### src/rtl/ddr_seq_pkg.sv
package ddr_seq_pkg;

  typedef enum logic [2:0] {
    CMD_NOP  = 3'd0,
    CMD_ACT  = 3'd1,
    CMD_RD   = 3'd2,
    CMD_WR   = 3'd3,
    CMD_PRE  = 3'd4,
    CMD_PREA = 3'd5,
    CMD_REF  = 3'd6
  } ddr_cmd_e;

  typedef enum logic {
    S_IDLE = 1'b0,
    S_WORK = 1'b1
  } seq_state_e;

  // clock cycles occupied by one burst (beats / 2)
  function automatic logic [3:0] burst_clocks(input logic [1:0] code);
    case (code)
      2'd0:    return 4'd1;
      2'd1:    return 4'd2;
      default: return 4'd4;
    endcase
  endfunction

  // whole cycles from RD to first data cycle
  function automatic logic [1:0] cas_whole(input logic [1:0] code);
    case (code)
      2'd0, 2'd1: return 2'd2;
      default:    return 2'd3;
    endcase
  endfunction

endpackage

### src/rtl/ddr_bank_trk.sv
module ddr_bank_trk #(
  parameter int ROW_W = 13,
  parameter int TMR_W = 4
) (
  input  logic             clk,
  input  logic             rst,
  input  logic             set_open,
  input  logic [ROW_W-1:0] set_row,
  input  logic             clr_open,
  input  logic             ld_en,
  input  logic [TMR_W-1:0] ld_val,
  output logic             is_open,
  output logic [ROW_W-1:0] row_q,
  output logic             tmr_zero
);

  logic [TMR_W-1:0] tmr_q;

  always_ff @(posedge clk) begin
    if (rst) begin
      is_open <= 1'b0;
      row_q   <= '0;
      tmr_q   <= '0;
    end else begin
      if (set_open) begin
        is_open <= 1'b1;
        row_q   <= set_row;
      end else if (clr_open) begin
        is_open <= 1'b0;
      end
      if (ld_en)
        tmr_q <= ld_val;
      else if (tmr_q != '0)
        tmr_q <= tmr_q - 1'b1;
    end
  end

  assign tmr_zero = (tmr_q == '0);

endmodule

### src/rtl/ddr_data_win.sv
module ddr_data_win #(
  parameter int AGE_W = 4
) (
  input  logic       clk,
  input  logic       rst,
  input  logic       fire,
  input  logic       fire_wr,
  input  logic [1:0] lat_i,
  input  logic [3:0] clocks_i,
  input  logic       half_i,
  output logic       col_ok,
  output logic       rd_valid,
  output logic       rd_half,
  output logic       wr_valid
);

  logic             act_q, wr_q, half_q;
  logic [AGE_W-1:0] age_q, start_q, stop_q;
  logic             act_n, wr_n, half_n, in_n;
  logic [AGE_W-1:0] age_n, start_n, stop_n;

  always_comb begin
    act_n   = act_q;
    wr_n    = wr_q;
    half_n  = half_q;
    age_n   = age_q;
    start_n = start_q;
    stop_n  = stop_q;
    if (fire) begin
      act_n   = 1'b1;
      wr_n    = fire_wr;
      half_n  = half_i & ~fire_wr;
      age_n   = '0;
      start_n = fire_wr ? AGE_W'(1) : AGE_W'(lat_i);
      stop_n  = start_n + AGE_W'(clocks_i);
    end else if (act_q) begin
      age_n = age_q + AGE_W'(1);
      if (age_n >= stop_q)
        act_n = 1'b0;
    end
    in_n = act_n && (age_n >= start_n) && (age_n < stop_n);
  end

  always_ff @(posedge clk) begin
    if (rst) begin
      act_q    <= 1'b0;
      wr_q     <= 1'b0;
      half_q   <= 1'b0;
      age_q    <= '0;
      start_q  <= '0;
      stop_q   <= '0;
      rd_valid <= 1'b0;
      rd_half  <= 1'b0;
      wr_valid <= 1'b0;
    end else begin
      act_q    <= act_n;
      wr_q     <= wr_n;
      half_q   <= half_n;
      age_q    <= age_n;
      start_q  <= start_n;
      stop_q   <= stop_n;
      rd_valid <= in_n & ~wr_n;
      rd_half  <= in_n & ~wr_n & half_n;
      wr_valid <= in_n & wr_n;
    end
  end

  // a new column command may leave on the coming edge
  assign col_ok = !act_q || ((age_q + AGE_W'(1)) >= stop_q);

endmodule

### src/rtl/ddr_ref_timer.sv
module ddr_ref_timer #(
  parameter int REF_INT = 780
) (
  input  logic clk,
  input  logic rst,
  input  logic ack,
  output logic pend
);

  localparam int CNT_W = $clog2(REF_INT);

  logic [CNT_W-1:0] cnt_q;

  always_ff @(posedge clk) begin
    if (rst) begin
      cnt_q <= '0;
      pend  <= 1'b0;
    end else begin
      if (cnt_q == CNT_W'(REF_INT - 1)) begin
        cnt_q <= '0;
        pend  <= 1'b1;
      end else begin
        cnt_q <= cnt_q + 1'b1;
        if (ack)
          pend <= 1'b0;
      end
    end
  end

endmodule

### src/rtl/ddr_cmd_seq.sv
module ddr_cmd_seq
  import ddr_seq_pkg::*;
#(
  parameter int BANKS   = 4,
  parameter int ROW_W   = 13,
  parameter int COL_W   = 10,
  parameter int T_RCD   = 3,
  parameter int T_RP    = 3,
  parameter int T_RFC   = 8,
  parameter int REF_INT = 780,
  localparam int BA_W   = $clog2(BANKS),
  localparam int ADDR_W = (ROW_W > COL_W) ? ROW_W : COL_W
) (
  input  logic              clk,
  input  logic              rst,
  input  logic              req_valid,
  output logic              req_ready,
  input  logic              req_write,
  input  logic [BA_W-1:0]   req_bank,
  input  logic [ROW_W-1:0]  req_row,
  input  logic [COL_W-1:0]  req_col,
  input  logic              req_ap,
  input  logic [1:0]        cfg_bl,
  input  logic [1:0]        cfg_cl,
  output logic [2:0]        cmd_o,
  output logic [BA_W-1:0]   cmd_bank,
  output logic [ADDR_W-1:0] cmd_addr,
  output logic              cmd_ap,
  output logic              rd_valid,
  output logic              rd_half,
  output logic              wr_valid
);

  localparam int AP_MAX  = T_RP + 3 + 4;
  localparam int TMR_MAX = (T_RFC > AP_MAX) ? ((T_RFC > T_RCD) ? T_RFC : T_RCD)
                                            : ((AP_MAX > T_RCD) ? AP_MAX : T_RCD);
  localparam int TMR_W   = $clog2(TMR_MAX + 1);

  seq_state_e        st_q, st_n;
  ddr_cmd_e          cmd_n;
  logic              q_write, q_ap;
  logic [BA_W-1:0]   q_bank;
  logic [ROW_W-1:0]  q_row;
  logic [COL_W-1:0]  q_col;

  logic [BANKS-1:0]  b_open, b_zero;
  logic [ROW_W-1:0]  b_row [BANKS];
  logic              sel_open, sel_zero, any_open, all_zero;
  logic [ROW_W-1:0]  sel_row;

  logic              col_ok, ref_pend, accept, col_fire;
  logic [1:0]        col_lat;
  logic [3:0]        clocks;
  logic [TMR_W-1:0]  ap_ld;

  assign sel_open = b_open[q_bank];
  assign sel_zero = b_zero[q_bank];
  assign sel_row  = b_row[q_bank];
  assign any_open = |b_open;
  assign all_zero = &b_zero;

  assign clocks   = burst_clocks(cfg_bl);
  assign col_lat  = q_write ? 2'd1 : cas_whole(cfg_cl);
  assign ap_ld    = TMR_W'(col_lat) + TMR_W'(clocks) + TMR_W'(T_RP - 1);
  assign col_fire = (cmd_n == CMD_RD) || (cmd_n == CMD_WR);

  assign req_ready = (st_q == S_IDLE) && !ref_pend;
  assign accept    = req_valid && req_ready;

  // one command decision per edge
  always_comb begin
    cmd_n = CMD_NOP;
    st_n  = st_q;
    unique case (st_q)
      S_IDLE: begin
        if (ref_pend) begin
          if (any_open) begin
            if (all_zero && col_ok) cmd_n = CMD_PREA;
          end else if (all_zero && col_ok) begin
            cmd_n = CMD_REF;
          end
        end else if (accept) begin
          st_n = S_WORK;
        end
      end
      S_WORK: begin
        if (!sel_open) begin
          if (sel_zero) cmd_n = CMD_ACT;
        end else if (sel_row != q_row) begin
          if (sel_zero && col_ok) cmd_n = CMD_PRE;
        end else if (sel_zero && col_ok) begin
          cmd_n = q_write ? CMD_WR : CMD_RD;
          st_n  = S_IDLE;
        end
      end
      default: st_n = S_IDLE;
    endcase
  end

  always_ff @(posedge clk) begin
    if (rst) begin
      st_q    <= S_IDLE;
      q_write <= 1'b0;
      q_ap    <= 1'b0;
      q_bank  <= '0;
      q_row   <= '0;
      q_col   <= '0;
    end else begin
      st_q <= st_n;
      if (accept) begin
        q_write <= req_write;
        q_ap    <= req_ap;
        q_bank  <= req_bank;
        q_row   <= req_row;
        q_col   <= req_col;
      end
    end
  end

  always_ff @(posedge clk) begin
    if (rst) begin
      cmd_o    <= CMD_NOP;
      cmd_bank <= '0;
      cmd_addr <= '0;
      cmd_ap   <= 1'b0;
    end else begin
      cmd_o    <= cmd_n;
      cmd_bank <= q_bank;
      cmd_addr <= (cmd_n == CMD_ACT) ? ADDR_W'(q_row) : ADDR_W'(q_col);
      cmd_ap   <= col_fire && q_ap;
    end
  end

  for (genvar i = 0; i < BANKS; i++) begin : g_bank
    logic             hit, set_o, clr_o, ld_en;
    logic [TMR_W-1:0] ld_val;

    assign hit = (q_bank == BA_W'(i));

    always_comb begin
      set_o  = 1'b0;
      clr_o  = 1'b0;
      ld_en  = 1'b0;
      ld_val = '0;
      unique case (cmd_n)
        CMD_ACT: if (hit) begin
          set_o = 1'b1; ld_en = 1'b1; ld_val = TMR_W'(T_RCD - 1);
        end
        CMD_PRE: if (hit) begin
          clr_o = 1'b1; ld_en = 1'b1; ld_val = TMR_W'(T_RP - 1);
        end
        CMD_RD, CMD_WR: if (hit && q_ap) begin
          clr_o = 1'b1; ld_en = 1'b1; ld_val = ap_ld;
        end
        CMD_PREA: begin
          clr_o = 1'b1; ld_en = 1'b1; ld_val = TMR_W'(T_RP - 1);
        end
        CMD_REF: begin
          ld_en = 1'b1; ld_val = TMR_W'(T_RFC - 1);
        end
        default: ;
      endcase
    end

    ddr_bank_trk #(.ROW_W(ROW_W), .TMR_W(TMR_W)) u_trk (
      .clk      (clk),
      .rst      (rst),
      .set_open (set_o),
      .set_row  (q_row),
      .clr_open (clr_o),
      .ld_en    (ld_en),
      .ld_val   (ld_val),
      .is_open  (b_open[i]),
      .row_q    (b_row[i]),
      .tmr_zero (b_zero[i])
    );
  end

  ddr_data_win #(.AGE_W(4)) u_win (
    .clk      (clk),
    .rst      (rst),
    .fire     (col_fire),
    .fire_wr  (q_write),
    .lat_i    (col_lat),
    .clocks_i (clocks),
    .half_i   (cfg_cl == 2'd1),
    .col_ok   (col_ok),
    .rd_valid (rd_valid),
    .rd_half  (rd_half),
    .wr_valid (wr_valid)
  );

  ddr_ref_timer #(.REF_INT(REF_INT)) u_ref (
    .clk  (clk),
    .rst  (rst),
    .ack  (cmd_n == CMD_REF),
    .pend (ref_pend)
  );

endmodule

### config.mk
export PLATFORM = sky130hd
export DESIGN_NAME = ddr_cmd_seq
export DESIGN_NICKNAME = d
export VERILOG_FILES = /design/src/rtl/ddr_seq_pkg.sv /design/src/rtl/ddr_bank_trk.sv /design/src/rtl/ddr_data_win.sv /design/src/rtl/ddr_ref_timer.sv /design/src/rtl/ddr_cmd_seq.sv
export SDC_FILE = /design/constraint.sdc
export NUM_CORES = 1
export LEC_CHECK = 0
export BUFFER_PORTS_ARGS = -buffer_cell sky130_fd_sc_hd__buf_2
export CORE_ASPECT_RATIO = 0.9
export CORE_UTILIZATION = 50
export DETAILED_ROUTE_END_ITERATION = 12
export GPL_TIMING_DRIVEN = 0
export PLACE_DENSITY = 0.74
export SYNTH_ARGS = -nofsm -noshare
export SYNTH_HDL_FRONTEND = slang
export SYNTH_HIERARCHICAL = 1
export SYNTH_SLANG_ARGS = --single-unit
### constraint.sdc
create_clock -name clk -period 4.8 [get_ports clk]
set_clock_uncertainty 0.15 [all_clocks]
set_input_delay 0.96 -clock clk [delete_from_list [all_inputs] [get_ports clk]]
set_output_delay 0.96 -clock clk [all_outputs]
set_load 0.05 [all_outputs]
==> Yosys cells after proc, flatten, opt, wreduce, memory -nomap -nowiden <==
Cells that the tools add are included.
{ "classes": {"add_sub_neg": 9, "n_lt_le_gt_ge": 5, "n_eq_ne": 13, "n_mux": 88, "bitwise": 9, "reduce_logical": 43} }
{ "op_table": {"columns": ["cell", "count"], "rows": [
  ["$mux W4", 16],
  ["$pmux W4 S4", 4],
  ["$mux W1", 37],
  ["$bmux W13 S2", 1],
  ["$mux W13", 2],
  ["$pmux W1 S3", 8],
  ["$mux W3", 7],
  ["$reduce_bool A2 Y1", 9],
  ["$logic_not A4 Y1", 4],
  ["$reduce_bool A4 Y1", 4],
  ["$sub A4 B1 Y4 const B", 4],
  ["$mux W2", 7],
  ["$ne A13 B13 Y1", 1],
  ["$pmux W3 S2", 2],
  ["$reduce_or A2 Y1", 6],
  ["$logic_and A1 B1 Y1", 11],
  ["$add A10 B1 Y10 const B", 1],
  ["$eq A10 B10 Y1 const B", 1],
  ["$mux W10", 1],
  ["$eq A3 B3 Y1 const B", 3],
  ["$ge A4 B4 Y1", 2],
  ["$eq A2 B1 Y1 const B", 3],
  ["$eq A3 B2 Y1 const B", 2],
  ["$logic_not A2 Y1", 3],
  ["other kinds (18)", 28]
]} }
{ "totals": {"ff_bits": 148, "inputBits": 34, "out_inout_bits": 23, "elab_cells": 201} }

==> Logic depth before layout (Yosys ltp) <==
Gate-level depths: netlist of the first run.
{ "depth": {"word_depth": 16, "ltp_mapped": 19, "ltp_nobuf": 17} }

==> Modules after synthesis <==
Netlist of the first run, hierarchy kept.
{ "by_module_without_submodules": {"columns": ["mod", "n_inst", "cells_each", "area_per_inst_um2", "seq_area_each_um2"], "rows": [
  ["ddr_bank_trk", 4, 76, 725.7, 360.3],
  ["ddr_cmd_seq", 1, 308, 2648.8, 940.9],
  ["ddr_data_win", 1, 111, 1017.2, 360.3],
  ["ddr_ref_timer", 1, 52, 476.7, 220.2]
]} }

==> Worst setup path after synthesis of the first run <==
OpenSTA, ideal clock, no wires.
{ "synth_path": {"kind": "register to register", "from": "register u_win.age_q[0]", "to": "register u_win.rd_half", "setup_time_ns": 0.136, "t_arrival_ns": 4.094, "t_required_ns": 4.514, "setup_slack_ns": 0.420, "stages_incl_launch_ff": 20, "n_path_buf": 3, "period_less_slack_ns": 4.380, "cell_sequence": "dfxtp_1 -> ha_1 -> xor2_1 -> ha_1 -> o211ai_1 -> o211ai_1 -> nand4_1 -> nand2b_1 -> clkbuf_1 -> o21ai_1 -> ha_1 -> buf_2 -> buf_1 -> nor2_1 -> ha_1 -> a21boi_0 -> o22ai_1 -> maj3_1 -> nor3b_2 -> nor4b_1"} }
{ "synth_via": {"elab_chain_cells": 16, "word_cells_on_any_way": 33, "classes_between": "1 x add/sub; 3 x order compare; 2 x eq/ne; 18 x mux; 3 x bitwise; 6 x reduce/logical"} }
{ "synth_rtl": {"columns": ["item", "line_no", "text"], "rows": [
  ["start, declared", "ddr_data_win.sv:18", "logic [AGE_W-1:0] age_q, start_q, stop_q;"],
  ["start signal, assigned", "ddr_data_win.sv:59", "age_q <= age_n;"],
  ["$add A4 B1 Y4 *", "ddr_data_win.sv:69", "assign col_ok = !act_q || ((age_q + AGE_W'(1)) >= stop_q);"],
  ["$ge A4 B4 Y1 *", "ddr_data_win.sv:69", null],
  ["$logic_or A1 B1 Y1 *", "ddr_data_win.sv:69", null],
  ["named net col_ok", "ddr_cmd_seq.sv:51", "logic col_ok, ref_pend, accept, col_fire;"],
  ["$logic_and A1 B1 Y1, on equally long branches", null, null],
  ["$mux W2 (tied with other cells)", "ddr_cmd_seq.sv:91", "end else if (sel_zero && col_ok) begin"],
  ["$mux W3, on equally long branches", "ddr_cmd_seq.sv:89, ddr_cmd_seq.sv:77", null],
  ["$mux W3, on equally long branches", "ddr_cmd_seq.sv:87, ddr_cmd_seq.sv:76", null],
  ["[2 not listed]", null, null],
  ["$logic_or A1 B1 Y1 *", "ddr_cmd_seq.sv:65", "assign col_fire = (cmd_n == CMD_RD) || (cmd_n == CMD_WR);"],
  ["named net col_fire", "ddr_cmd_seq.sv:51", null],
  ["$mux W4 *", "ddr_data_win.sv:29", "if (fire) begin"],
  ["named net u_win.age_n[1]", "ddr_data_win.sv:20", "logic [AGE_W-1:0] age_n, start_n, stop_n;"],
  ["$ge A4 B4 Y1", "ddr_data_win.sv:41", "in_n = act_n && (age_n >= start_n) && (age_n < stop_n);"],
  ["$logic_and A1 B1 Y1", "ddr_data_win.sv:41", null],
  ["$logic_and A1 B1 Y1 *", "ddr_data_win.sv:41", null],
  ["$and A1 B1 Y1 * (2 in series)", "ddr_data_win.sv:63", "rd_half <= in_n & ~wr_n & half_n;"],
  ["end signal, assigned", "ddr_data_win.sv:63", null],
  ["end, declared", "ddr_data_win.sv:13", "output logic rd_half,"]
]} }
Mark *: on every way through the listed nets, which the timed path passes. The rest lies on a longest branch.
A chain may end at the register's enable or synchronous reset.

==> Worst setup path in the final report of the first run <==
{ "layout_path": {"from": "register u_win.age_q[0]", "to": "register u_win.rd_valid"} }
{ "layout_via": {"elab_chain_cells": 15, "word_cells_on_any_way": 31, "classes_between": "1 x add/sub; 3 x order compare; 2 x eq/ne; 17 x mux; 2 x bitwise; 6 x reduce/logical"} }
{ "layout_rtl": {"columns": ["item", "line_no", "text"], "rows": [
  ["$add A4 B1 Y4 *", "ddr_data_win.sv:69", null],
  ["$ge A4 B4 Y1 *", "ddr_data_win.sv:69", null],
  ["$logic_or A1 B1 Y1 *", "ddr_data_win.sv:69", null],
  ["named net col_ok", "ddr_cmd_seq.sv:51", null],
  ["$logic_and A1 B1 Y1, on equally long branches", null, null],
  ["$mux W2 (tied with other cells)", "ddr_cmd_seq.sv:91", null],
  ["$mux W3, on equally long branches", "ddr_cmd_seq.sv:89, ddr_cmd_seq.sv:77", null],
  ["$mux W3, on equally long branches", "ddr_cmd_seq.sv:87, ddr_cmd_seq.sv:76", null],
  ["[2 not listed]", null, null],
  ["$logic_or A1 B1 Y1 *", "ddr_cmd_seq.sv:65", null],
  ["named net col_fire", "ddr_cmd_seq.sv:51", null],
  ["$mux W4 *", "ddr_data_win.sv:29", null],
  ["named net u_win.age_n[1]", "ddr_data_win.sv:20", null],
  ["$ge A4 B4 Y1", "ddr_data_win.sv:41", null],
  ["$logic_and A1 B1 Y1", "ddr_data_win.sv:41", null],
  ["$logic_and A1 B1 Y1 *", "ddr_data_win.sv:41", null],
  ["$and A1 B1 Y1 *", "ddr_data_win.sv:62", "rd_valid <= in_n & ~wr_n;"],
  ["end signal, assigned", "ddr_data_win.sv:62", null],
  ["end, declared", "ddr_data_win.sv:12", "output logic rd_valid,"]
]} }
Marks and branches as above.

==> results of run 1 <==
## per-stage QoR
stage	TNS [ps]	std cells	power, mW	setup WS (ps)
detailed placement	-1420	1020	2.15	-483
CTS	0	1053	3.39	25.6
global route	-12.5	1055	3.53	-8.48
global placement	-1300	1020	2.14	-445
floorplan	0	775	2.00	420
finish	0	1055	3.38	324
## critical path: stages (launching register included)
cell	delay, ps
sky130_fd_sc_hd__dfxtp_1	360
sky130_fd_sc_hd__ha_1	240
sky130_fd_sc_hd__xor2_1	150
sky130_fd_sc_hd__ha_1	280
sky130_fd_sc_hd__o211ai_1	90
sky130_fd_sc_hd__o211ai_1	180
sky130_fd_sc_hd__buf_4	160
sky130_fd_sc_hd__nand4_1	190
sky130_fd_sc_hd__nand2b_4	210
sky130_fd_sc_hd__buf_2	210
sky130_fd_sc_hd__o21ai_1	150
sky130_fd_sc_hd__ha_2	250
sky130_fd_sc_hd__buf_6	160
sky130_fd_sc_hd__buf_4	180
sky130_fd_sc_hd__nor2_1	80
sky130_fd_sc_hd__ha_1	280
sky130_fd_sc_hd__a21boi_1	200
sky130_fd_sc_hd__o22ai_1	110
sky130_fd_sc_hd__maj3_1	380
sky130_fd_sc_hd__nor3b_2	260
sky130_fd_sc_hd__nor4b_1	90
## power groups by stage
stage	combinational, mW	clock (mW)	sequential (mW)
4_1_cts	0.736	1.26	1.39
2_1_floorplan	0.569	0	1.43
3_5_place_dp	0.732	0	1.42
3_3_place_gp	0.720	0	1.42
5_1_grt	0.821	1.31	1.41
6_report	0.741	1.24	1.39
## layout by cell type (no fill, tap or decap), drive strengths merged, types with 13 or more instances in the layout
cell type,Yosys,layout
a21oi,55,55
buf,20,81
clkbuf,21,40
dfxtp,148,148
ha,21,21
inv,44,46
mux2i,69,69
mux4,15,15
nand2,78,78
nor2,112,112
nor3,15,15
o21ai,27,27
o22ai,14,14
xor2,13,13
## cell usage after synthesis (4+ instances only)
cell                       number
sky130_fd_sc_hd__nor2_1       111
sky130_fd_sc_hd__nand2_1       78
sky130_fd_sc_hd__or3b_4         4
sky130_fd_sc_hd__o22ai_1       10
sky130_fd_sc_hd__buf_4          4
sky130_fd_sc_hd__nor3_1        15
sky130_fd_sc_hd__and2_4         4
sky130_fd_sc_hd__inv_1         44
sky130_fd_sc_hd__mux2i_1       69
sky130_fd_sc_hd__dfxtp_1      148
sky130_fd_sc_hd__nand4_1        7
sky130_fd_sc_hd__mux4_2        15
sky130_fd_sc_hd__o21ai_1        9
sky130_fd_sc_hd__and3_1         4
sky130_fd_sc_hd__or3_1          5
sky130_fd_sc_hd__nand3_1        7
sky130_fd_sc_hd__o21a_1         5
sky130_fd_sc_hd__nand3b_1       6
sky130_fd_sc_hd__o21ai_0       18
sky130_fd_sc_hd__nand2b_1       6
sky130_fd_sc_hd__a21oi_1       54
sky130_fd_sc_hd__a211oi_1       4
sky130_fd_sc_hd__xor2_1        13
sky130_fd_sc_hd__nor2b_1        7
sky130_fd_sc_hd__o22ai_2        4
sky130_fd_sc_hd__clkinv_1       4
sky130_fd_sc_hd__mux2_2         4
sky130_fd_sc_hd__clkbuf_1      21
sky130_fd_sc_hd__xnor2_1       10
sky130_fd_sc_hd__ha_1          21
sky130_fd_sc_hd__buf_2         11
sky130_fd_sc_hd__a221oi_1       4
## repair_timing
action | in CTS | in global routing
pin swaps | 1 | 2
setup buffers | 2 | 2
hold buffers | 0 | 0
endpoints found under the setup margin | 3 | 3
gates resized for setup | 4 | 13
## final cells by class
class                      count  area [µm²]  share of cell area
clock buffer                  20         447              0.0546
buffer                        41         219              0.0268
timing repair buffer          60         310              0.0379
clock inverter                11         105              0.0128
sequential                   148        2960               0.362
inverter                      48         180              0.0220
tap                          189         236              0.0289
multi-input combinational    538        3720               0.455
## worst paths after layout
kind                                       end            from  cells past startpoint
worst min-delay path                  q_col[3]        q_col[3]                      2
worst max-delay path            u_win/rd_valid  u_win/age_q[0]                     20
worst min register to register        q_col[3]        q_col[3]                      2
worst max register to register  u_win/rd_valid  u_win/age_q[0]                     20
## per-layer routing
metal,track usage,vias to the layer above,part of all wire
li1,-,2821,-
met1,0.305,2625,0.47
met4,0.106,0,0.018
met5,0,-,0
met3,0.0407,23,0.040
met2,0.390,129,0.47
## sequential cells by signal, indices dropped and copies added (netlist names)
signal	cells
g_bank.u_trk/is_open	4
u_win/act_q	1
u_win/age_q	4
u_win/start_q	4
cmd_ap	1
g_bank.u_trk/tmr_q	16
u_win/rd_valid	1
q_col	10
u_ref/pend	1
st_q	1
q_row	13
u_win/wr_valid	1
q_ap	1
u_win/stop_q	4
q_write	1
u_ref/cnt_q	10
cmd_o	3
u_win/wr_q	1
cmd_bank	2
q_bank	2
cmd_addr	13
u_win/half_q	1
u_win/rd_half	1
g_bank.u_trk/row_q	52
## cell families (layout without fill, tap and decap cells)
kind of cell	after synthesis	in the layout	share of synthesized area
other	1	1	0.000532
buffers and inverters	89	180	0.0547
adders and majority gates	24	24	0.0430
DFF	148	148	0.421
AOI/OAI and AO/OA	124	124	0.108
and+or+nand+nor	278	278	0.192
xor gates and xnor gates	23	23	0.0286
muxes	88	88	0.152
==> flow_results.xml, run 1 <==
<?xml version="1.0" encoding="UTF-8"?>
<metrics>
  <group name="placement">
    <metric name="detailedPlacementHpwl" unit="mm">11.3</metric>
    <metric name="postPlaceCellArea" unit="mm²">0.00756</metric>
    <metric name="place.port_buffers" unit="">56</metric>
    <metric name="finalWeightedCongestion" unit="">0.944</metric>
  </group>
  <group name="yosys">
    <metric name="synthDistinctLibCells" unit="">65</metric>
    <metric name="async_reset_ff_frac" unit="">0</metric>
    <metric name="syn_inst" unit="">775</metric>
    <metric name="yosys.area.top_type_share" unit="">0.421</metric>
    <metric name="netlist_top_cells_area" unit="">sky130_fd_sc_hd__dfxtp_1, sky130_fd_sc_hd__mux2i_1, sky130_fd_sc_hd__nor2_1</metric>
    <metric name="seq_area_frac_synth" unit="">0.421</metric>
    <metric name="yosys.area.top_type" unit="">sky130_fd_sc_hd__dfxtp_1</metric>
    <metric name="synth-warning-count" unit="">6</metric>
    <metric name="synth_enable_flop_cells" unit="">0</metric>
    <metric name="dominantRegCellSynth" unit="">sky130_fd_sc_hd__dfxtp_1</metric>
    <metric name="syn_area" unit="mm²">0.00705</metric>
    <metric name="synth_net_count" unit="">831</metric>
    <metric name="synth_seq_cells" unit="">148</metric>
    <metric name="syn_area_per_cell" unit="µm²">9.09</metric>
  </group>
  <group name="finish">
    <metric name="layout.cell_area.non_filler" unit="mm²">0.00819</metric>
    <metric name="final_core_util" unit="">0.604</metric>
    <metric name="nNetsFinal" unit="">910</metric>
    <metric name="layout-drive-gt1-share" unit="">0.186</metric>
    <metric name="area_delta_synth_final" unit="%">16.2</metric>
    <metric name="num_antenna_cells" unit="">0</metric>
    <metric name="layout.filler_cells" unit="">1189</metric>
  </group>
  <group name="sta">
    <metric name="timing.slew.headroom" unit="">0.451</metric>
    <metric name="fin_crit_sh" unit="">0.932</metric>
    <metric name="finalSetupViolCount" unit="">0</metric>
    <metric name="final_worst_path_period_need" unit="ps">4480</metric>
    <metric name="tightest_slew" unit="ps">815</metric>
    <metric name="fin_hold_ws" unit="ps">306</metric>
    <metric name="finalHoldViolations" unit="">0</metric>
    <metric name="fmaxAchievable" unit="GHz">0.223</metric>
    <metric name="slew_viol_final" unit="">0</metric>
  </group>
  <group name="setup_path">
    <metric name="worst-endpoint-required" unit="ps">4940</metric>
    <metric name="cp-start-kind" unit="">flop</metric>
    <metric name="cp_max_fo" unit="">10</metric>
    <metric name="critical_path_arrival" unit="ps">4620</metric>
    <metric name="criticalPathCategory" unit="">reg2reg</metric>
    <metric name="reg2reg_setup_slack" unit="ps">320</metric>
    <metric name="endpoint_kind" unit="">flop</metric>
  </group>
  <group name="routing">
    <metric name="routed_wire_length_per_instance" unit="µm">15.2</metric>
    <metric name="drt-vias-per-instance" unit="">5.31</metric>
    <metric name="routed_wirelength" unit="mm">16.0</metric>
    <metric name="drt_iter0_drc" unit="">364</metric>
    <metric name="drt_first_pass_iters" unit="">4</metric>
    <metric name="detail_route.drc_violations" unit="">0</metric>
    <metric name="antenna_violating_nets_post_route" unit="">0</metric>
    <metric name="routed-via-count" unit="">5598</metric>
  </group>
  <group name="floorplanning">
    <metric name="die-width" unit="µm">127</metric>
    <metric name="die_area" unit="mm²">0.0146</metric>
    <metric name="fp-row-count" unit="">40</metric>
    <metric name="chipHeight" unit="µm">115</metric>
    <metric name="initial_core_util" unit="">0.519</metric>
    <metric name="ios" unit="">57</metric>
    <metric name="core" unit="mm²">0.0136</metric>
  </group>
  <group name="clock_tree">
    <metric name="cts_root_buf" unit="">sky130_fd_sc_hd__clkbuf_16</metric>
    <metric name="numClockSinks" unit="">148</metric>
    <metric name="source_to_sink_clock_delay_at_the_later_pin_of_the_worst_skew_pair" unit="ps">430</metric>
    <metric name="cts_tree" unit="">built</metric>
    <metric name="clk_path_buf_depth" unit="">2</metric>
    <metric name="h_tree_levels" unit="">4</metric>
    <metric name="tritoncts.num_buffers" unit="">17</metric>
    <metric name="clkTransAtPathRegs" unit="ps">60</metric>
  </group>
  <group name="global_route">
    <metric name="pin_count_of_the_biggest_net_entering_global_routing" unit="">17</metric>
    <metric name="global_route.usage.total" unit="">0.237</metric>
    <metric name="grt_antenna_before_repair" unit="">0</metric>
    <metric name="grt_pass1_vias" unit="">5485</metric>
    <metric name="grt.overflow.total" unit="">0</metric>
    <metric name="grt_first_pass_wirelength" unit="mm">26.6</metric>
  </group>
  <group name="power">
    <metric name="switching_share" unit="">0.293</metric>
    <metric name="p_per_area" unit="mW/mm²">413</metric>
    <metric name="pwr-share-clk" unit="">0.368</metric>
    <metric name="share_comb_of_total_power" unit="">0.219</metric>
    <metric name="power.switching" unit="mW">0.989</metric>
    <metric name="internal_power" unit="mW">2.39</metric>
    <metric name="seq_power_share" unit="">0.413</metric>
    <metric name="vdd.ir_drop.worst" unit="mV">0.358</metric>
    <metric name="power.static_leakage" unit="nW">3.19</metric>
  </group>
  <group name="worst_hold_path">
    <metric name="hp-class" unit="">reg2reg</metric>
  </group>
  <group name="status">
    <metric name="outcome" unit="">finished, final reports clean</metric>
  </group>
  <group name="run">
    <metric name="cap_violations" unit="">0</metric>
  </group>
</metrics>
No activity file was read; power rests on OpenSTA's default activity.
==> run 2, diff against run 1 <==
--- a/config.mk
+++ b/config.mk
@@ -13,5 +13,4 @@
 export PLACE_DENSITY = 0.74
 export SYNTH_ARGS = -nofsm -noshare
 export SYNTH_HDL_FRONTEND = slang
-export SYNTH_HIERARCHICAL = 1
 export SYNTH_SLANG_ARGS = --single-unit
==> flow_results.xml, run 2 <==
<?xml version="1.0" encoding="UTF-8"?>
<metrics>
  <group name="status">
    <metric name="outcome" unit="">finished, final reports clean</metric>
  </group>
  <group name="floorplanning">
    <metric name="fp-row-count" unit="">40</metric>
    <metric name="core" unit="mm²">0.0135</metric>
    <metric name="ios" unit="">57</metric>
    <metric name="initial_core_util" unit="">0.518</metric>
    <metric name="chipHeight" unit="µm">114</metric>
    <metric name="die_area" unit="mm²">0.0144</metric>
    <metric name="die-width" unit="µm">126</metric>
  </group>
  <group name="setup_path">
    <metric name="criticalPathCategory" unit="">reg2reg</metric>
    <metric name="cp_max_fo" unit="">10</metric>
    <metric name="cp-start-kind" unit="">flop</metric>
    <metric name="critical_path_arrival" unit="ps">4640</metric>
    <metric name="endpoint_kind" unit="">flop</metric>
    <metric name="worst-endpoint-required" unit="ps">4940</metric>
  </group>
  <group name="sta">
    <metric name="fmaxAchievable" unit="GHz">0.222</metric>
    <metric name="fin_crit_sh" unit="">0.937</metric>
    <metric name="finalHoldViolations" unit="">0</metric>
    <metric name="final_worst_path_period_need" unit="ps">4500</metric>
    <metric name="grt_setup_unrepaired" unit="">false</metric>
    <metric name="timing.setup.tns" unit="ps">0</metric>
    <metric name="slew_viol_final" unit="">0</metric>
    <metric name="timing.slew.headroom" unit="">0.466</metric>
    <metric name="finalSetupViolCount" unit="">0</metric>
    <metric name="tightest_slew" unit="ps">801</metric>
  </group>
  <group name="placement">
    <metric name="detailedPlacementHpwl" unit="mm">11.9</metric>
    <metric name="place.port_buffers" unit="">55</metric>
    <metric name="dp.cells" unit="">980</metric>
    <metric name="finalWeightedCongestion" unit="">0.948</metric>
  </group>
  <group name="clock_tree">
    <metric name="h_tree_levels" unit="">4</metric>
    <metric name="clkTransAtPathRegs" unit="ps">60</metric>
    <metric name="post-cts-setup-buffer-count" unit="">0</metric>
    <metric name="cts_root_buf" unit="">sky130_fd_sc_hd__clkbuf_16</metric>
    <metric name="cts_tree" unit="">built</metric>
    <metric name="source_to_sink_clock_delay_at_the_later_pin_of_the_worst_skew_pair" unit="ps">430</metric>
    <metric name="clk_path_buf_depth" unit="">2</metric>
    <metric name="numClockSinks" unit="">148</metric>
    <metric name="cts_hold_buf" unit="">0</metric>
    <metric name="number_of_instances_resized_during_post_cts_repair" unit="">0</metric>
    <metric name="tritoncts.num_buffers" unit="">17</metric>
  </group>
  <group name="finish">
    <metric name="commonest_non_fill_non_tap_cell_in_the_layout" unit="">sky130_fd_sc_hd__dfxtp_1</metric>
    <metric name="layout-drive-gt1-share" unit="">0.144</metric>
    <metric name="largest_register_ff_count" unit="">52</metric>
    <metric name="area_delta_synth_final" unit="%">15.5</metric>
    <metric name="top_register" unit="">g_bank.u_trk.row_q</metric>
    <metric name="nNetsFinal" unit="">885</metric>
    <metric name="final_cell_count_no_fill" unit="">1011</metric>
    <metric name="num_antenna_cells" unit="">0</metric>
    <metric name="mostFrequentLayoutCells" unit="">sky130_fd_sc_hd__dfxtp_1, sky130_fd_sc_hd__nor2_1, sky130_fd_sc_hd__nand2_1</metric>
    <metric name="layout_top_registers" unit="">g_bank.u_trk.row_q x52, g_bank.u_trk.tmr_q x16</metric>
  </group>
  <group name="routing">
    <metric name="drt-vias-per-instance" unit="">5.66</metric>
    <metric name="detail_route.drc_violations" unit="">0</metric>
    <metric name="drt_iter0_drc" unit="">362</metric>
    <metric name="routed-via-count" unit="">5727</metric>
    <metric name="routed_wirelength" unit="mm">16.9</metric>
    <metric name="drt_first_pass_iters" unit="">5</metric>
    <metric name="routed_wire_length_per_instance" unit="µm">16.7</metric>
    <metric name="antenna_violating_nets_post_route" unit="">0</metric>
  </group>
  <group name="yosys">
    <metric name="yosys.area.top_type" unit="">sky130_fd_sc_hd__dfxtp_1</metric>
    <metric name="synthTopCellsByCount" unit="">sky130_fd_sc_hd__dfxtp_1, sky130_fd_sc_hd__nor2_1, sky130_fd_sc_hd__nand2_1</metric>
    <metric name="synth_enable_flop_cells" unit="">0</metric>
    <metric name="dominantRegCellSynth" unit="">sky130_fd_sc_hd__dfxtp_1</metric>
    <metric name="async_reset_ff_frac" unit="">0</metric>
    <metric name="syn_inst" unit="">757</metric>
    <metric name="syn_area_per_cell" unit="µm²">9.21</metric>
    <metric name="synth_net_count" unit="">811</metric>
    <metric name="syn_area" unit="mm²">0.00697</metric>
    <metric name="synth_seq_cells" unit="">148</metric>
    <metric name="yosys.area.top_type_share" unit="">0.425</metric>
    <metric name="netlist_top_cells_area" unit="">sky130_fd_sc_hd__dfxtp_1, sky130_fd_sc_hd__mux2i_1, sky130_fd_sc_hd__nor2_1</metric>
    <metric name="synthMostInstantiatedCell" unit="">sky130_fd_sc_hd__dfxtp_1</metric>
    <metric name="seq_area_frac_synth" unit="">0.425</metric>
    <metric name="synth-warning-count" unit="">0</metric>
    <metric name="synthDistinctLibCells" unit="">59</metric>
  </group>
  <group name="global_route">
    <metric name="grt_pass1_vias" unit="">5412</metric>
    <metric name="grt_antenna_before_repair" unit="">0</metric>
    <metric name="pin_count_of_the_biggest_net_entering_global_routing" unit="">17</metric>
    <metric name="met1_usage" unit="">0.325</metric>
    <metric name="grt_util_met3" unit="">0.0549</metric>
    <metric name="globalRouteMet2Util" unit="">0.381</metric>
    <metric name="global_route.usage.total" unit="">0.246</metric>
    <metric name="grt_first_pass_wirelength" unit="mm">27.1</metric>
    <metric name="grt.overflow.total" unit="">0</metric>
    <metric name="grt.busiest_layer" unit="">met2</metric>
  </group>
  <group name="power">
    <metric name="vdd.ir_drop.worst" unit="mV">0.266</metric>
    <metric name="p_per_area" unit="mW/mm²">439</metric>
    <metric name="power.static_leakage" unit="nW">3.10</metric>
  </group>
  <group name="run">
    <metric name="cap_violations" unit="">0</metric>
  </group>
  <group name="worst_hold_path">
    <metric name="hp-class" unit="">reg2reg</metric>
  </group>
</metrics>
==> run 2: cell types whose count changed in the layout (fill, tap and decap cells not counted), moves of 9 or more <==
cell,previous run,this run
sky130_fd_sc_hd__a211oi_1,4,13
sky130_fd_sc_hd__buf_4,9,0
sky130_fd_sc_hd__clkbuf_1,21,44
sky130_fd_sc_hd__inv_1,44,21
sky130_fd_sc_hd__mux4_1,0,9
sky130_fd_sc_hd__mux4_2,15,4
sky130_fd_sc_hd__o21ai_0,18,8
sky130_fd_sc_hd__xnor2_1,9,27
==> run 2: through the flow <==
step           area (µm²)  utilization  total power, mW  worst slack, ps  hold slack, ps
6_report             8050        0.598             3.53              302             296
5_1_grt              8050        0.598             3.68             43.7             324
4_1_cts              8040        0.597             3.52              288             301
3_5_place_dp         7460        0.554             2.22              314             291
3_3_place_gp         7460        0.554             2.21              356             286
2_1_floorplan        6970            -             2.03             1020             274
==> run 2: cell type report <==
type | count | area, µm²
Sequential cell | 148 | 2960
Inverter | 21 | 78.8
Fill cell | 1155 | 5410
Clock inverter | 7 | 97.6
Multi-Input combinational cell | 534 | 3690
Timing Repair Buffer | 55 | 275
Buffer | 54 | 254
Tap cell | 168 | 210
Clock buffer | 24 | 482
==> run 2: worst max-delay path: stages, from the launching register on <==
cell	delay (ps)
sky130_fd_sc_hd__dfxtp_1	310
sky130_fd_sc_hd__inv_1	80
sky130_fd_sc_hd__ha_1	200
sky130_fd_sc_hd__nor3b_1	470
sky130_fd_sc_hd__mux4_2	390
sky130_fd_sc_hd__nand2_1	100
sky130_fd_sc_hd__or3_1	370
sky130_fd_sc_hd__clkbuf_1	240
sky130_fd_sc_hd__nor3_4	400
sky130_fd_sc_hd__buf_2	320
sky130_fd_sc_hd__a21oi_1	110
sky130_fd_sc_hd__ha_1	270
sky130_fd_sc_hd__nand2b_1	140
sky130_fd_sc_hd__a21o_1	170
sky130_fd_sc_hd__a21oi_1	130
sky130_fd_sc_hd__nor2b_1	50
sky130_fd_sc_hd__o21ai_0	360
sky130_fd_sc_hd__nor4b_1	100
==> run 2: worst paths after layout <==
| path | slack, ps | cells past startpoint | startpoint | endpoint |
|---|---|---|---|---|
| max | 300 | 17 | g_bank[0].u_trk.tmr_q[0] | u_win.rd_valid |
| max reg2reg | 300 | 17 | g_bank[0].u_trk.tmr_q[0] | u_win.rd_valid |
| min reg2reg | 300 | 2 | u_win.start_q[3] | u_win.start_q[3] |
| min | 300 | 2 | u_win.start_q[3] | u_win.start_q[3] |
==> run 2: report_power, final <==
part           total, mW  leakage [nW]  internal [mW]  switching, mW
sequential          1.38          1.20           1.32         0.0653
clock               1.31         0.277          0.805          0.502
combinational      0.842          1.62          0.354          0.489
==> run 2: kinds of logic after synthesis <==
kind of cell / synth area share
simple gates: 0.187
flops: 0.425
compound gates: 0.104
mux: 0.151
buf+inv: 0.0474
xor+xnor: 0.0490
fa+ha+maj: 0.0370
==> run 2: layer usage <==
metal	part of all wire	vias to the layer above
li1	-	2773
met1	0.46	2713
met2	0.45	205
met3	0.073	36
met4	0.024	0
met5	0	-
==> run 3, diff against run 2 <==
--- a/config.mk
+++ b/config.mk
@@ -11,6 +11,7 @@
 export DETAILED_ROUTE_END_ITERATION = 12
 export GPL_TIMING_DRIVEN = 0
 export PLACE_DENSITY = 0.74
+export REMOVE_ABC_BUFFERS = 1
 export SYNTH_ARGS = -nofsm -noshare
 export SYNTH_HDL_FRONTEND = slang
 export SYNTH_SLANG_ARGS = --single-unit
==> flow_results.xml, run 3 (same netlist as run 2, synthesis figures left out) <==
<?xml version="1.0" encoding="UTF-8"?>
<metrics>
  <group name="setup_path">
    <metric name="cp_max_fo" unit="">11</metric>
    <metric name="crit_path_start" unit="">g_bank[1].u_trk.tmr_q[0]</metric>
    <metric name="criticalPathCategory" unit="">reg2reg</metric>
    <metric name="r2r-end" unit="">u_win.rd_valid</metric>
    <metric name="endpoint_kind" unit="">flop</metric>
    <metric name="r2r.worst_path.cells" unit="">14</metric>
    <metric name="worst-endpoint-required" unit="ps">4980</metric>
    <metric name="crit-reg2reg-launch" unit="">g_bank[1].u_trk.tmr_q[0]</metric>
    <metric name="cp-start-kind" unit="">flop</metric>
    <metric name="reg2reg_setup_slack" unit="ps">380</metric>
    <metric name="critical_path_arrival" unit="ps">4600</metric>
  </group>
  <group name="sta">
    <metric name="fmaxAchievable" unit="GHz">0.226</metric>
    <metric name="fin_hold_ws" unit="ps">298</metric>
    <metric name="tightest_slew" unit="ps">1340</metric>
    <metric name="slew_viol_final" unit="">0</metric>
    <metric name="fin_crit_sh" unit="">0.922</metric>
    <metric name="grt_setup_unrepaired" unit="">false</metric>
    <metric name="finalSetupViolCount" unit="">0</metric>
    <metric name="final_worst_path_period_need" unit="ps">4420</metric>
    <metric name="timing.slew.headroom" unit="">0.101</metric>
    <metric name="finalHoldViolations" unit="">0</metric>
  </group>
  <group name="routing">
    <metric name="routed-via-count" unit="">5490</metric>
    <metric name="routed_wire_length_per_instance" unit="µm">16.1</metric>
    <metric name="drt_first_pass_iters" unit="">7</metric>
    <metric name="drt_iter0_drc" unit="">467</metric>
    <metric name="detail_route.drc_violations" unit="">0</metric>
    <metric name="drt-vias-per-instance" unit="">5.67</metric>
    <metric name="routed_wirelength" unit="mm">15.6</metric>
    <metric name="antenna_violating_nets_post_route" unit="">0</metric>
  </group>
  <group name="global_route">
    <metric name="global_route.usage.total" unit="">0.232</metric>
    <metric name="grt_pass1_vias" unit="">5483</metric>
    <metric name="grt_first_pass_wirelength" unit="mm">26.2</metric>
    <metric name="grt_antenna_before_repair" unit="">0</metric>
    <metric name="grt.overflow.total" unit="">0</metric>
    <metric name="pin_count_of_the_biggest_net_entering_global_routing" unit="">75</metric>
  </group>
  <group name="finish">
    <metric name="layout-drive-gt1-share" unit="">0.160</metric>
    <metric name="area_delta_synth_final" unit="%">14.5</metric>
    <metric name="layout_top_registers" unit="">g_bank.u_trk.row_q x52, g_bank.u_trk.tmr_q x16</metric>
    <metric name="num_antenna_cells" unit="">0</metric>
    <metric name="mostFrequentLayoutCells" unit="">sky130_fd_sc_hd__dfxtp_1, sky130_fd_sc_hd__nor2_1, sky130_fd_sc_hd__nand2_1</metric>
    <metric name="commonest_non_fill_non_tap_cell_in_the_layout" unit="">sky130_fd_sc_hd__dfxtp_1</metric>
    <metric name="largest_register_ff_count" unit="">52</metric>
    <metric name="final_cell_count_no_fill" unit="">968</metric>
    <metric name="top_register" unit="">g_bank.u_trk.row_q</metric>
    <metric name="nNetsFinal" unit="">841</metric>
  </group>
  <group name="floorplanning">
    <metric name="die_area" unit="mm²">0.0144</metric>
    <metric name="die-width" unit="µm">126</metric>
    <metric name="ios" unit="">57</metric>
    <metric name="fp-row-count" unit="">40</metric>
    <metric name="initial_core_util" unit="">0.518</metric>
    <metric name="chipHeight" unit="µm">114</metric>
    <metric name="core" unit="mm²">0.0135</metric>
  </group>
  <group name="placement">
    <metric name="place.port_buffers" unit="">56</metric>
    <metric name="dp.cells" unit="">932</metric>
    <metric name="detailedPlacementHpwl" unit="mm">10.3</metric>
    <metric name="finalWeightedCongestion" unit="">0.935</metric>
  </group>
  <group name="power">
    <metric name="vdd.ir_drop.worst" unit="mV">0.307</metric>
    <metric name="p_per_area" unit="mW/mm²">440</metric>
    <metric name="power.static_leakage" unit="nW">3.06</metric>
  </group>
  <group name="worst_hold_path">
    <metric name="timing.hold.worst_path_depth" unit="">2</metric>
    <metric name="hp-class" unit="">reg2reg</metric>
    <metric name="worstHoldStart" unit="">u_win.start_q[2]</metric>
    <metric name="hold_worst_path_end" unit="">u_win.start_q[2]</metric>
  </group>
  <group name="run">
    <metric name="cap_violations" unit="">0</metric>
  </group>
  <group name="status">
    <metric name="outcome" unit="">finished, final reports clean</metric>
  </group>
  <group name="clock_tree">
    <metric name="source_to_sink_clock_delay_at_the_later_pin_of_the_worst_skew_pair" unit="ps">430</metric>
    <metric name="tritoncts.num_buffers" unit="">17</metric>
    <metric name="cts_root_buf" unit="">sky130_fd_sc_hd__clkbuf_16</metric>
    <metric name="numClockSinks" unit="">148</metric>
    <metric name="clkTransAtPathRegs" unit="ps">60</metric>
    <metric name="h_tree_levels" unit="">4</metric>
    <metric name="cts_tree" unit="">built</metric>
    <metric name="clk_path_buf_depth" unit="">2</metric>
  </group>
</metrics>
## run 3: worst max path at each step
stage / end / slack [ps]
6_report: u_win.rd_valid / 380
5_1_grt: u_win.rd_valid / 160
4_1_cts: u_win.rd_valid / 30
3_5_place_dp: u_win.rd_valid / -690
3_3_place_gp: u_win.rd_valid / -600
2_1_floorplan: u_win.rd_valid / 360
## run 3: worst max-delay path, cell delays in order (launching register included)
cell and delay [ps]:
sky130_fd_sc_hd__dfxtp_1 310, sky130_fd_sc_hd__inv_1 90, sky130_fd_sc_hd__ha_1 220, sky130_fd_sc_hd__nor3b_1 460, sky130_fd_sc_hd__mux4_2 410, sky130_fd_sc_hd__nand2_1 100
sky130_fd_sc_hd__or3_1 590, sky130_fd_sc_hd__nor3_4 260, sky130_fd_sc_hd__buf_12 170, sky130_fd_sc_hd__mux2i_1 270, sky130_fd_sc_hd__ha_1 290, sky130_fd_sc_hd__a21o_1 190
sky130_fd_sc_hd__a211oi_1 250, sky130_fd_sc_hd__o21ai_0 220, sky130_fd_sc_hd__nor4b_1 330
## run 3: routing by layer
metal  part of all wire  GRT usage  vias up
li1                   -          -     2683
met1               0.46      0.294     2607
met2               0.47      0.375      165
met3              0.049     0.0535       35
met4              0.022      0.110        0
met5                  0          0        -
## run 3: what timing repair did
action | 4_1_cts | 5_1_grt
setup buffers | 0 | 2
hold buffers | 0 | 0
pin swaps | 1 | 1
endpoints found under the setup margin | 3 | 3
gates cloned | 1 | 0
gates resized for setup | 2 | 1
## run 3: power breakdown
| part | leakage (nW) | internal [mW] | switching (mW) |
|---|---|---|---|
| Clock | 0.274 | 0.790 | 0.526 |
| Sequential | 1.20 | 1.32 | 0.0852 |
| Combinational | 1.58 | 0.348 | 0.448 |
## run 3: layout make-up
type,instances,area [µm²]
Fill cell,1159,5480
Tap cell,168,210
Sequential cell,148,2970
Inverter,21,78.8
Clock inverter,12,130
Timing Repair Buffer,64,443
Multi-Input combinational cell,535,3700
Clock buffer,20,457
## run 3: through the flow
stage	power [mW]	TNS [ps]	instance area, µm²	worst slack, ps	utilization
finish	3.51	0	7990	376	0.593
global route	3.67	0	7990	161	0.593
CTS	3.52	0	7950	32.5	0.590
detailed placement	2.21	-1790	7350	-691	0.546
global placement	2.15	-15490	7210	-600	0.536
floorplan	2.00	0	6720	360	-
